`config.mk`:
```
export PLATFORM = sky130hd
export DESIGN_NAME = uart_mmio
export DESIGN_NICKNAME = d
export VERILOG_FILES = /design/src/rtl/uart_mmio.sv
export SDC_FILE = /design/constraint.sdc
export NUM_CORES = 1
export LEC_CHECK = 0
export ABC_AREA = 0
export BUFFER_PORTS_ARGS = -buffer_cell sky130_fd_sc_hd__buf_2
export CORE_MARGIN = 2
export CORE_UTILIZATION = 61
export CTS_BUF_LIST = sky130_fd_sc_hd__clkbuf_4
export DETAILED_ROUTE_END_ITERATION = 6
export PLACE_DENSITY = 0.86
export SYNTH_ARGS = -nofsm -noshare
export SYNTH_HDL_FRONTEND = slang
export SYNTH_SLANG_ARGS = --single-unit
```
`constraint.sdc`:
```
create_clock -name clk -period 3.75 [get_ports clk]
set_input_delay 0.75 -clock clk [delete_from_list [all_inputs] [get_ports clk]]
set_output_delay 0.75 -clock clk [all_outputs]
set_load 0.05 [all_outputs]
```
`src/rtl/uart_mmio.sv`:
```
module uart_mmio #(
  parameter int CLK_HZ     = 50_000_000,
  parameter int BAUD       = 115_200,
  parameter int FIFO_DEPTH = 16,
  parameter int OFS_W      = 12
) (
  input  logic             clk,
  input  logic             rst,
  input  logic             bus_valid,
  input  logic             bus_we,
  input  logic [OFS_W-1:0] bus_addr,
  input  logic [31:0]      bus_wdata,
  output logic             bus_ready,
  output logic [31:0]      bus_rdata,
  output logic             uart_tx,
  input  logic             uart_rx
);
  localparam int DIV  = CLK_HZ / BAUD;
  localparam int HALF = DIV / 2;
  localparam int CW   = $clog2(DIV);
  localparam int AW   = $clog2(FIFO_DEPTH);

  logic req, sel_tx, sel_rx, sel_st, wr_tx, rd_rx, pop, push, empty, full;
  logic tx_busy;
  logic [9:0] tx_sh;
  logic [CW-1:0] tx_cnt, rx_cnt;
  logic [3:0] tx_bit, rx_bit;
  logic rx_meta, rx_s, rx_act;
  logic [7:0] rx_sh;
  logic [7:0] mem [FIFO_DEPTH];
  logic [AW:0] wp, rp, rx_fill;
  logic unused_wdata;

  assign unused_wdata = &{1'b0, bus_wdata[31:8]};
  assign req    = bus_valid && !bus_ready;
  assign sel_tx = bus_addr == OFS_W'('h0);
  assign sel_rx = bus_addr == OFS_W'('h4);
  assign sel_st = bus_addr == OFS_W'('h8);
  assign wr_tx  = req && bus_we && sel_tx && !tx_busy;
  assign rd_rx  = req && !bus_we && sel_rx;
  assign rx_fill = wp - rp;
  assign empty  = rx_fill == '0;
  assign full   = rx_fill == (AW+1)'(FIFO_DEPTH);
  assign pop    = rd_rx && !empty;
  assign push   = rx_act && rx_cnt == '0 && rx_bit == 4'd9 && rx_s && !full;
  assign uart_tx = tx_sh[0];

  always_ff @(posedge clk) begin
    if (rst) begin
      bus_ready <= 1'b0;
      bus_rdata <= '0;
    end else begin
      bus_ready <= req;
      if (req) begin
        if (!bus_we && sel_rx)      bus_rdata <= empty ? '0 : {24'b0, mem[rp[AW-1:0]]};
        else if (!bus_we && sel_st) bus_rdata <= {30'b0, !empty, tx_busy};
        else                        bus_rdata <= '0;
      end
    end
  end

  always_ff @(posedge clk) begin
    if (rst) begin
      tx_busy <= 1'b0;
      tx_sh   <= '1;
      tx_cnt  <= '0;
      tx_bit  <= '0;
    end else if (wr_tx) begin
      tx_busy <= 1'b1;
      tx_sh   <= {1'b1, bus_wdata[7:0], 1'b0};
      tx_cnt  <= '0;
      tx_bit  <= '0;
    end else if (tx_busy) begin
      if (tx_cnt == CW'(DIV-1)) begin
        tx_cnt <= '0;
        tx_sh  <= {1'b1, tx_sh[9:1]};
        if (tx_bit == 4'd9) tx_busy <= 1'b0;
        else                tx_bit  <= tx_bit + 4'd1;
      end else begin
        tx_cnt <= tx_cnt + CW'(1);
      end
    end
  end

  always_ff @(posedge clk) begin
    if (rst) begin
      rx_meta <= 1'b1;
      rx_s    <= 1'b1;
    end else begin
      rx_meta <= uart_rx;
      rx_s    <= rx_meta;
    end
  end

  always_ff @(posedge clk) begin
    if (rst) begin
      rx_act <= 1'b0;
      rx_cnt <= '0;
      rx_bit <= '0;
      rx_sh  <= '0;
    end else if (!rx_act) begin
      if (!rx_s) begin
        rx_act <= 1'b1;
        rx_cnt <= CW'(HALF-1);
        rx_bit <= '0;
      end
    end else if (rx_cnt != '0) begin
      rx_cnt <= rx_cnt - CW'(1);
    end else begin
      rx_cnt <= CW'(DIV-1);
      rx_bit <= rx_bit + 4'd1;
      if (rx_bit == 4'd0) begin
        if (rx_s) rx_act <= 1'b0;
      end else if (rx_bit == 4'd9) begin
        rx_act <= 1'b0;
      end else begin
        rx_sh <= {rx_s, rx_sh[7:1]};
      end
    end
  end

  always_ff @(posedge clk) begin
    if (rst) begin
      wp <= '0;
      rp <= '0;
    end else begin
      if (push) wp <= wp + (AW+1)'(1);
      if (pop)  rp <= rp + (AW+1)'(1);
    end
  end

  always_ff @(posedge clk)
    if (push) mem[wp[AW-1:0]] <= rx_sh;

endmodule

```
==> results.txt <==
Setup repair after global routing left no endpoint under its margin. The worst path required time is approximately 4.0 ns. The width of the die came out at about 120 µm. The count of final hold-check violations came out at 0. The post-route minimum period came out at roughly 3.5 ns. The stage delay of the slowest cell on the critical path is ~0.71 ns. The half-perimeter wire length after placement came out at 11300 µm. The number of nets at the end of the flow is 717. Hold repair after CTS inserted 0 buffers.

The power density relative to cell area is 408 nW/µm². The worst setup path is captured at a flop. The final-layout fill cell count is 991.

The final estimated routing congestion in global placement came out at 0.793. Row generation in the floorplan step produced 43 rows. After synthesis the cells add up to 8520 µm².

The worst-case setup slack after placement came out at 0.0636 ns. For this design, the sink count on the clock tree is 198. The initial DRC count is 400.

The transition time at the pin with the least slew margin is 1.01 ns. Setup violations remaining at the end of the flow were counted as 0. The share of flip-flops with an asynchronous set or reset came out at 0. The average footprint of a synthesized cell came out at 13.7 µm². The fraction of layout instances using a drive strength above 1 is 0.196.

The number of enable-type register cells in the synthesized netlist came out at 128. The fraction of the yosys area taken by sequential cells is 0.616. The clock tree root buffer cell is sky130_fd_sc_hd__clkbuf_4.

The floorplan step defined a core boundary enclosing 13800 µm². The critical path in this run is classified as flop to flop. Across all register-to-register paths, the minimum setup slack is roughly 0.24 ns.

The achievable frequency is 285 MHz. The worst slew slack as a fraction of its limit is 0.327. Entering global routing, the biggest net connects 44 pins. TritonCTS built the clock tree. The final design area excluding fillers is between 9000 and 10000 µm². The total global-route track usage is 0.232. The data arrival time at the worst-slack endpoint came out at between 3 and 4 ns. The combined area of the multi-input logic cells is 3030 µm². The endpoint of the worst setup timing path is mem[8][2]. Tracing the worst setup path back leads to its startpoint at rx_cnt[0]. The number of vias after detailed routing came out at 5070. After detailed placement, the total cell area comes to between 8000 and 9000 µm². The critical path's most frequent cell is sky130_fd_sc_hd__or4b_1.

The number of antenna violations at the first check in global routing came to 0. The first-pass GRT wire length came out at roughly 26000 µm. The setup TNS is 0 ns. The clock-pin slew on the worst setup and hold paths came out at 0.14 ns. The synthesized design contains approximately 200 register bits. The area overhead of the layout relative to synthesis came out at 6.98%. The number of search-and-repair iterations in the first detailed-routing pass is 5. The number of unique standard cell types used by synthesis is 59. The fraction of the cycle the final worst path needs came out at 0.936. The I/O pin count came out at 83. Using the TritonRoute via totals, the vias-per-cell ratio works out to roughly 6.0. The number of antenna diodes in the final layout is 0. Among all flip-flop cells after synthesis, the most frequent one is sky130_fd_sc_hd__edfxtp_1. On the final layout, the worst hold slack is 0.338 ns.

The startpoint class of the critical path is a flop. The storage element area is 5250 µm². The routed design has roughly 16000 µm of wire.

The max-slew violation count is 0. The worst register-to-register path begins at rx_cnt[0]. The die footprint is ~15000 µm². The total global routing overflow is 0. The flow ran to the end, and the final reports show no timing, DRC or antenna violations. The worst hold path belongs to the class input pin to flop.

The average wire length per cell after detail routing came out at 19.2 µm. In this run the remaining antenna-violating nets after routing total 0. The worst-path maximum fanout is 15. The instance count of the mapped netlist is 620. The signal on the critical path passes through inv_1 > ha_1 > or4b_1 > or4_4 > or4b_1 > nor2_4 > and3_1.

The maximum clock insertion buffer count is 2. The worst register-to-register path ends at mem[8][2]. The via count of the first global-routing pass came to 5042. The clock tree skew after final layout is 0.0194 ns. Power comes to 3.72 mW. The initial core utilization came out at 0.619. The clock reaches the later pin of the worst-skew pair after around 0.59 ns. In this run the static leakage power is 3.24 nW. For this design, the slowest cell found on the critical path is sky130_fd_sc_hd__or4b_1. In the routed design, unresolved DRC markers number 0. The die is 122 µm tall. The number of buffers created by CTS is 17. For the worst flop-to-flop path, the logic depth is 7. The count of buffers from port buffering came out at 34. For this run, the number of Yosys warnings is 0.

Across the VDD grid, the largest voltage drop is 241 µV. Across all setup checks in the final design, the least slack found is 0.239 ns. The deepest level of the CTS H-tree is 4. The number of max-capacitance violations reported is 0.
## synthesized netlist by cell type (4+ instances only)
master	instances	share of area
sky130_fd_sc_hd__mux2i_1	26	0.031
sky130_fd_sc_hd__nand4_1	5	0.0037
sky130_fd_sc_hd__mux4_2	32	0.085
sky130_fd_sc_hd__mux2_2	10	0.013
sky130_fd_sc_hd__nor3_1	5	0.0029
sky130_fd_sc_hd__buf_4	24	0.021
sky130_fd_sc_hd__edfxtp_1	128	0.45
sky130_fd_sc_hd__nor4_1	5	0.0037
sky130_fd_sc_hd__nand3_1	11	0.0065
sky130_fd_sc_hd__a211oi_1	10	0.0088
sky130_fd_sc_hd__nand2b_1	4	0.0029
sky130_fd_sc_hd__a22o_1	6	0.0062
sky130_fd_sc_hd__xnor2_1	4	0.0041
sky130_fd_sc_hd__a21oi_1	38	0.022
sky130_fd_sc_hd__nand2_1	27	0.012
sky130_fd_sc_hd__dfxtp_1	70	0.16
sky130_fd_sc_hd__nand3b_1	4	0.0035
sky130_fd_sc_hd__nor2b_1	13	0.0095
sky130_fd_sc_hd__o31ai_1	6	0.0053
sky130_fd_sc_hd__clkbuf_1	21	0.0093
sky130_fd_sc_hd__or4_1	7	0.0062
sky130_fd_sc_hd__or3_1	5	0.0037
sky130_fd_sc_hd__ha_1	17	0.025
sky130_fd_sc_hd__xor2_1	9	0.0093
sky130_fd_sc_hd__buf_1	4	0.0018
sky130_fd_sc_hd__nor2_1	40	0.018
sky130_fd_sc_hd__inv_1	16	0.0070
sky130_fd_sc_hd__and3_1	18	0.013
sky130_fd_sc_hd__o21ai_0	10	0.0059
## cell families after synthesis
group / Yosys count / synth area share
flops: 198 / 0.616
mux: 68 / 0.128
buf+inv: 68 / 0.0410
xor+xnor: 14 / 0.0162
simple gates: 166 / 0.107
other cells: 1 / 0.000440
compound gates: 88 / 0.0661
fa+ha+maj: 17 / 0.0250
## layout by cell type (no fill, tap or decap), types with 7 or more instances in the layout
cell                       synthesis  routed
sky130_fd_sc_hd__nand2_1          27      27
sky130_fd_sc_hd__mux2i_1          26      26
sky130_fd_sc_hd__nor2b_1          13      13
sky130_fd_sc_hd__mux2_2           10      10
sky130_fd_sc_hd__ha_1             17      17
sky130_fd_sc_hd__edfxtp_1        128     128
sky130_fd_sc_hd__or4_1             7       7
sky130_fd_sc_hd__inv_1            16      16
sky130_fd_sc_hd__xor2_1            9       9
sky130_fd_sc_hd__mux4_2           32      32
sky130_fd_sc_hd__and3_1           18      11
sky130_fd_sc_hd__o21ai_0          10      10
sky130_fd_sc_hd__nor2_1           40      40
sky130_fd_sc_hd__conb_1            1      24
sky130_fd_sc_hd__nand3_1          11      11
sky130_fd_sc_hd__buf_2             3      34
sky130_fd_sc_hd__dfxtp_1          70      69
sky130_fd_sc_hd__clkbuf_4          0      22
sky130_fd_sc_hd__and3_2            0       7
sky130_fd_sc_hd__a21oi_1          38      38
sky130_fd_sc_hd__a211oi_1         10      10
## flip-flops by register name (all words and copies together), names as in the netlist, named ones only
signal and flops:
bus_rdata 8, tx_busy 1, rx_bit 4, bus_ready 1, tx_sh 9, rx_s 1
mem 128, wp 5, tx_cnt 9, rx_act 1, rx_cnt 9, tx_bit 4
rx_meta 1, rp 5, rx_sh 8
## report_power, final
group	switching, mW	total [mW]	leakage, nW	internal, mW
combinational	0.122	0.168	1.32	0.0455
clock	0.677	1.24	0.169	0.562
sequential	0.0119	2.32	1.75	2.30
total	0.811	3.72	3.24	2.91
## how the worst min path moves through the flow
| stage | start | to | slack [ns] | cells past startpoint |
|---|---|---|---|---|
| after floorplan | rx_meta | rx_s | 0.39 | 1 |
| after global placement | rx_meta | rx_s | 0.40 | 1 |
| after detailed placement | rx_meta | rx_s | 0.41 | 1 |
| after CTS | uart_rx | rx_meta | 0.32 | 2 |
| after global routing | uart_rx | rx_meta | 0.31 | 2 |
| final | uart_rx | rx_meta | 0.34 | 2 |
## critical path: cells and delay by family, from the launching register on
family	cells	cell delay, ns
adder cells (fa/ha/maj)	1	0.20
buffers and inverters	1	0.07
AND/OR/NAND/NOR	5	2.57
flip-flops	1	0.34
## layout make-up
type	count	area share
Tap cell	180	0.0247
Multi-Input combinational cell	377	0.332
Inverter	16	0.00659
Clock buffer	22	0.0181
Sequential cell	198	0.576
Clock inverter	10	0.0172
Timing Repair Buffer	41	0.0258
## stage by stage
stage          std cells   util
2_1_floorplan        643      -
3_3_place_gp         812  0.637
4_1_cts              844  0.661
5_1_grt              844  0.662
6_report             844  0.662
3_5_place_dp         812  0.637
## per-layer routing
metal	global-route usage	routed length, µm
met1	0.295	6760
met2	0.404	8440
met3	0.0459	810
met4	0.0704	218
met5	0	0
## repair_timing
action                                  CTS  global route
setup buffers                             0             0
endpoints found under the setup margin    0            83
resized for setup                         0             8
Power figures use the tool's default switching activity.
